### config.mk
export PLATFORM = sky130hd
export DESIGN_NAME = dbg_event_sequencer
export DESIGN_NICKNAME = d
export VERILOG_FILES = /design/src/rtl/dbg_seq_pkg.sv /design/src/rtl/dbg_scr_bank.sv /design/src/rtl/dbg_seq_step.sv /design/src/rtl/dbg_event_sequencer.sv
export SDC_FILE = /design/constraint.sdc
export NUM_CORES = 1
export LEC_CHECK = 0
export ABC_AREA = 1
export BUFFER_PORTS_ARGS = -buffer_cell sky130_fd_sc_hd__buf_2
export CAP_MARGIN = 15
export CORE_MARGIN = 4
export CORE_UTILIZATION = 45
export CTS_CLUSTER_DIAMETER = 150
export CTS_CLUSTER_SIZE = 8
export DETAILED_ROUTE_END_ITERATION = 8
export GPL_TIMING_DRIVEN = 0
export PLACE_DENSITY = 0.71
export REMOVE_ABC_BUFFERS = 1
export SLEW_MARGIN = 20
export SYNTH_ARGS = -nofsm -noshare
export SYNTH_HDL_FRONTEND = slang
export SYNTH_SLANG_ARGS = --single-unit
### constraint.sdc
create_clock -name clk -period 6.2 [get_ports clk]
set_input_delay 1.86 -clock clk [delete_from_list [all_inputs] [get_ports clk]]
set_output_delay 1.86 -clock clk [all_outputs]
set_load 0.01 [all_outputs]
### src/rtl/dbg_seq_pkg.sv
// Package: shared types and the transition-code decode for the debug
// event sequencer. Assumes three match events and 4-bit codes.
package dbg_seq_pkg;

    localparam int EVT_W  = 3;
    localparam int CODE_W = 4;
    localparam int NUM_SCR = 3;

    typedef enum logic [1:0] {
        ST_ONE   = 2'd0,
        ST_TWO   = 2'd1,
        ST_THREE = 2'd2,
        ST_FINAL = 2'd3
    } seq_state_e;

    // Decoded meaning of one transition code
    typedef struct packed {
        logic [EVT_W-1:0] fwd_mask;  // events that move forward
        logic             fwd_fin;   // forward goes straight to Final
        logic [EVT_W-1:0] rst_mask;  // events that return to State1
    } trans_t;

    // Map a 4-bit code to its transitions (bit0=M0, bit1=M1, bit2=M2)
    function automatic trans_t decode_code(input logic [CODE_W-1:0] code);
        trans_t t;
        t = '0;
        case (code)
            4'b0001: t.fwd_mask = 3'b001;
            4'b0010: t.fwd_mask = 3'b010;
            4'b0011: t.fwd_mask = 3'b100;
            4'b0100: t.fwd_mask = 3'b011;
            4'b0101: begin t.fwd_mask = 3'b001; t.fwd_fin = 1'b1; end
            4'b0110: begin t.fwd_mask = 3'b010; t.fwd_fin = 1'b1; end
            4'b0111: begin t.fwd_mask = 3'b100; t.fwd_fin = 1'b1; end
            4'b1000: begin t.fwd_mask = 3'b011; t.fwd_fin = 1'b1; end
            4'b1001: begin t.fwd_mask = 3'b100; t.rst_mask = 3'b010; end
            4'b1010: begin t.fwd_mask = 3'b001; t.rst_mask = 3'b010; end
            4'b1011: begin t.fwd_mask = 3'b001; t.fwd_fin = 1'b1; t.rst_mask = 3'b010; end
            4'b1100: begin t.fwd_mask = 3'b011; t.fwd_fin = 1'b1; t.rst_mask = 3'b100; end
            4'b1101: begin t.fwd_mask = 3'b011; t.rst_mask = 3'b100; end
            4'b1110: begin t.fwd_mask = 3'b010; t.rst_mask = 3'b100; end
            4'b1111: t.fwd_mask = 3'b111;
            default: t = '0;
        endcase
        return t;
    endfunction

endpackage

### src/rtl/dbg_scr_bank.sv
// Module: bank of per-state transition-code registers.
// Assumes: writes accepted only while disarmed; select values beyond
// NUM_SCR-1 address nothing. Synchronous active-low reset clears all codes.
module dbg_scr_bank #(
    parameter int NUM_SCR = 3,
    parameter int CODE_W  = 4,
    localparam int SEL_W  = $clog2(NUM_SCR + 1)
) (
    input  logic                            clk,
    input  logic                            rst_n,
    input  logic                            armed,
    input  logic                            wr_en,
    input  logic [SEL_W-1:0]                wr_sel,
    input  logic [CODE_W-1:0]               wr_code,
    output logic [NUM_SCR-1:0][CODE_W-1:0]  codes
);

    for (genvar g = 0; g < NUM_SCR; g++) begin : g_scr
        // Hold one state's code; load on an unarmed write that selects it
        always_ff @(posedge clk) begin
            if (!rst_n)
                codes[g] <= '0;
            else if (wr_en && !armed && (wr_sel == SEL_W'(g)))
                codes[g] <= wr_code;
        end
    end

endmodule

### src/rtl/dbg_seq_step.sv
// Module: combinational next-state logic for one sequencer step.
// Assumes: state ST_FINAL is absorbing; priority is Final, then reset to
// State1, then forward step. Forward from State3 always lands in Final.
module dbg_seq_step
    import dbg_seq_pkg::*;
#(
    parameter int EVT_W_P  = EVT_W,
    parameter int CODE_W_P = CODE_W
) (
    input  seq_state_e          cur,
    input  logic [CODE_W_P-1:0] code,
    input  logic [EVT_W_P-1:0]  match,
    output seq_state_e          nxt
);

    trans_t tr;
    logic   hit_fwd;
    logic   hit_rst;
    logic   to_final;

    // Decode the code and find which transitions the strobes hit
    always_comb begin
        tr       = decode_code(code);
        hit_fwd  = |(match & tr.fwd_mask);
        hit_rst  = |(match & tr.rst_mask);
        to_final = hit_fwd && (tr.fwd_fin || cur == ST_THREE);
    end

    // Choose the next state by fixed priority
    always_comb begin
        if (cur == ST_FINAL)
            nxt = ST_FINAL;
        else if (to_final)
            nxt = ST_FINAL;
        else if (hit_rst)
            nxt = ST_ONE;
        else if (hit_fwd)
            nxt = seq_state_e'(cur + 2'd1);
        else
            nxt = cur;
    end

endmodule

### src/rtl/dbg_event_sequencer.sv
// Module: top of the debug event trigger sequencer.
// Tracks ordered comparator matches through State1..State3 and pulses
// trigger on entry to Final. Assumes single-cycle match strobes and that
// codes are written while disarmed. Synchronous active-low reset.
module dbg_event_sequencer
    import dbg_seq_pkg::*;
#(
    parameter int EVT_NUM  = EVT_W,
    parameter int CODE_BITS = CODE_W,
    parameter int SCR_NUM  = NUM_SCR,
    localparam int SEL_W   = $clog2(SCR_NUM + 1)
) (
    input  logic                 clk,
    input  logic                 rst_n,
    input  logic                 arm,
    input  logic                 cfg_we,
    input  logic [SEL_W-1:0]     cfg_sel,
    input  logic [CODE_BITS-1:0] cfg_code,
    input  logic [EVT_NUM-1:0]   match,
    output logic [1:0]           seq_state,
    output logic                 trigger
);

    logic [SCR_NUM-1:0][CODE_BITS-1:0] codes;
    logic [CODE_BITS-1:0]              cur_code;
    seq_state_e                        state_q;
    seq_state_e                        state_d;
    logic                              trig_q;

    dbg_scr_bank #(
        .NUM_SCR (SCR_NUM),
        .CODE_W  (CODE_BITS)
    ) i_bank (
        .clk     (clk),
        .rst_n   (rst_n),
        .armed   (arm),
        .wr_en   (cfg_we),
        .wr_sel  (cfg_sel),
        .wr_code (cfg_code),
        .codes   (codes)
    );

    // Pick the code that belongs to the current state
    always_comb begin
        cur_code = '0;
        for (int i = 0; i < SCR_NUM; i++)
            if (state_q == seq_state_e'(i))
                cur_code = codes[i];
    end

    dbg_seq_step #(
        .EVT_W_P  (EVT_NUM),
        .CODE_W_P (CODE_BITS)
    ) i_step (
        .cur   (state_q),
        .code  (cur_code),
        .match (match),
        .nxt   (state_d)
    );

    // Advance the sequence while armed; park in State1 otherwise
    always_ff @(posedge clk) begin
        if (!rst_n)
            state_q <= ST_ONE;
        else if (!arm)
            state_q <= ST_ONE;
        else
            state_q <= state_d;
    end

    // Pulse trigger once on the step into Final
    always_ff @(posedge clk) begin
        if (!rst_n)
            trig_q <= 1'b0;
        else
            trig_q <= arm && (state_d == ST_FINAL) && (state_q != ST_FINAL);
    end

    assign seq_state = state_q;
    assign trigger   = trig_q;

endmodule

==> impl_results.md <==
- Clock Sinks: 15
- RSZ-0062 raised after global routing: false
- I/O Pins: 16
- Starting Density: 48.2%
- Slew at the pin closest to its max-slew limit: 443 ps
- Slew Limit Headroom: 70.2%
- Core region area: 1980 um2
- Number of buffers created by CTS: 3
- Placement-stage cell area: 1060 um2
- Max-slew violation count: 0
- Fin Clk Skew: 1.48 ps
- Crit. End Element: output port
- Initial antenna violation count: 0
- Mean area per synthesized cell: 6.54 um2
- Routed WL per cell: 10.4 um
- Worst endpoint data arrival time: 850 ps
- Critical path fanouts, max: 5
- Cells taking the most area after synthesis: dfxtp_1 (31%), nor2_1 (13%), nand2_1 (11%)
- H-tree depth: 1
- Proportion of synthesized chip area in sequential cells: 31.5%
- Width of the die: 54.1 um
- Yosys warns: 0
- Delay of the slowest cell on the worst path: 410 ps
- Die Outline Area: 2920 um2
- Global route overflow: 0
- Total internal power: 242 uW
- Fin area: 1090 um2
- Vias in the first global route: 861
- Final number of hold-violating endpoints: 0
- Post-layout net count: 182
- Kind of start point of the critical path: flip-flop
- Maximum frequency from static timing analysis: 0.368 GHz
- Final period utilization: 43.8%
- Antenna diode instance count: 0
- Flip-flop and latch count after synthesis: 15
- # setup viols final: 0
- Synthesized cell area: 955 um2
- CTS max path bufs: 2
- Fill count: 195
- Portion of total power attributed to combinational logic: 64.4%
- Drt drc: 0
- Post-Synthesis Cells: 146
- Distinct cell type count after synthesis: 20
- Share of the synthesized area in compound gates (AO/OA/AOI/OAI): 16.8%
- Critical Path RT: 4340 ps
- Total of cells resized after clock tree synthesis: 0
- Crit path max-delay family: flip-flops
- Clock tree root buffer cell: clkbuf_4
- Count of buffers added by post-CTS timing repair for setup: 0
- Power density normalized to cell area: 440 nW/um2
- Number of DRC markers after the initial detailed-route iteration: 13
- Detailed Route WL: 1980 um
- Power share of the clock group: 11.4%
- Dominant combinational cell family by area after synthesis: simple AND/OR/NAND/NOR gates
- # port buffers: 15
- Hold-fix buffer count after cts: 0
- Leak Pwr: 0.000533 uW
- Floorplan row count: 16
- Wire length of the first global-routing pass: 3470 um
- Sw Ratio: 49.4%
- Max-capacitance violation count: 0
- Estimated wirelength of the detail-placed design: 1640 um
- GP Congestion: 0.829
- TritonCTS clock tree: yes
- Mux cell area share after synthesis: 0%
- GRT Overall Usage: 16.4%
- Area share of the largest cell type after synthesis: 31.5%
- Status: finished clean
- Overall die height: 54.1 um
- Initial DRT Pass Iterations: 4
- Clock insertion delay at the later pin of the skew report: 280 ps
- Setup TNS: 0 ps
- Time the final worst path needs with I/O delays and setup: 2710 ps
- Startpoint-to-endpoint class of the critical path: reg2out
- Path class of the lowest-slack min-delay path: reg2reg
- Layout Area Growth over Synthesis: 13.8%
- Total buffers and inverters traversed by the critical path: 1
- Max VDD drop: 0.000241 V
- Cell breakdown of the critical path: buf_2
- Antenna viol nets, final: 0
- Cell type contributing the most total cell area after synthesis: dfxtp_1
- CP max stage cell: dfxtp_1
- Pin count of the biggest net entering global routing: 14
- Via total after detailed routing: 927
- Net Sw Power: 236 uW
- Ratio of routed vias to standard cells: 4.85
- Fraction of final layout cells with drive strength greater than 1: 20.7%
- Area share of fa/ha/maj cells after synthesis: 5.24%
- Fraction of synthesized cell area in xor and xnor cells: 0%
- Clock edge transition at the registers on the reported setup and hold paths: 80 ps
- Post-synthesis simple-gate area fraction: 39.4%
- Sequential power share: 24.3%
[path summary, 6_finish.rpt]
path                        start               to  slack, ps  depth (start not counted)
hold reg to reg   i_bank.codes[4]  i_bank.codes[4]        450                          2
hold / removal    i_bank.codes[4]  i_bank.codes[4]        450                          2
setup / recovery     seq_state[0]     seq_state[0]       3490                          1
setup reg to reg     seq_state[0]          trigger       3990                         14
[registers in the layout, indices dropped and copies added, names as in the netlist]
name          cells
seq_state         2
i_bank.codes     12
trigger           1
[metrics by stage]
stage | worst slack (ps) | cells | hold WS [ps] | total power [uW] | util [%]
after detailed placement | 3240 | 187 | 446 | 425 | 53.5
after global routing | 3360 | 191 | 487 | 528 | 54.8
final | 3490 | 191 | 453 | 477 | 54.8
after floorplan | 3490 | 145 | 429 | 363 | -
after CTS | 3480 | 191 | 459 | 480 | 54.8
after global placement | 3250 | 187 | 440 | 413 | 53.5
[per-layer routing]
metal / vias to the layer above / GRT usage, % / routed length [um]
li1: 504 / - / -
met5: - / 0 / 0
met1: 400 / 20.6 / 962
met3: 5 / 2.49 / 91
met4: 0 / 8.71 / 38
met2: 18 / 26.6 / 889
[power groups by stage]
stage,Sequential (uW),Clock (uW),Combinational [uW]
6_report,116,54.3,307
3_5_place_dp,118,0,307
5_1_grt,118,61.2,349
3_3_place_gp,118,0,296
4_1_cts,116,56.0,308
2_1_floorplan,120,0,243
[synth_stat cells, drive strengths merged]
cell and n:
a21boi 1, a31oi 1, inv 17, nor3 2, ha 4, o21bai 1, nand2 35, nor2 36
dfxtp 15, clkbuf 1, o21ai 13, nand3 12, a21oi 7, o2111ai 1
[placed cells by master, fill, tap and decap left out]
cell / Yosys / routed
nand3_1: 12 / 12
a21oi_2: 1 / 1
clkbuf_1: 1 / 1
a31oi_1: 1 / 1
o2111ai_1: 1 / 1
dfxtp_1: 15 / 15
nor3_1: 2 / 2
nor2_1: 32 / 32
a21oi_4: 2 / 2
nand2_2: 6 / 6
inv_2: 2 / 2
nor2_4: 3 / 3
nor2_2: 1 / 1
a21boi_0: 1 / 1
buf_2: 0 / 15
o21ai_0: 13 / 13
clkbuf_4: 0 / 3
ha_1: 4 / 4
a21oi_1: 4 / 4
nand2_1: 29 / 29
inv_1: 15 / 15
o21bai_2: 1 / 1
[final cells by class]
cell class / count / area, um2 / area share [%]
Sequential cell: 15 / 300 / 27.6
Timing Repair Buffer: 15 / 75.1 / 6.91
Clock buffer: 4 / 26.3 / 2.42
Multi-Input combinational cell: 113 / 587 / 54.0
Inverter: 17 / 63.8 / 5.88
Tap cell: 27 / 33.8 / 3.11
[worst register-to-register path, cell delays in order (launching register included)]
cell      delay (ps)
dfxtp_1          410
inv_1            100
ha_1             250
inv_2            150
nand2_2           90
o21bai_2         260
nand2_1           80
nand3_1          110
nand2_2           80
a21oi_4          140
nand2_2           90
a21oi_2          160
nand2_1           80
nand2_1           70
nor2_1            50
[cell families after synthesis]
| family | after synthesis |
|---|---|
| adders and majority gates | 4 |
| and+or+nand+nor | 85 |
| buffers and inverters | 18 |
| DFF | 15 |
| AOI/OAI and AO/OA | 24 |
Note: power is estimated with default switching activity, not from simulation.
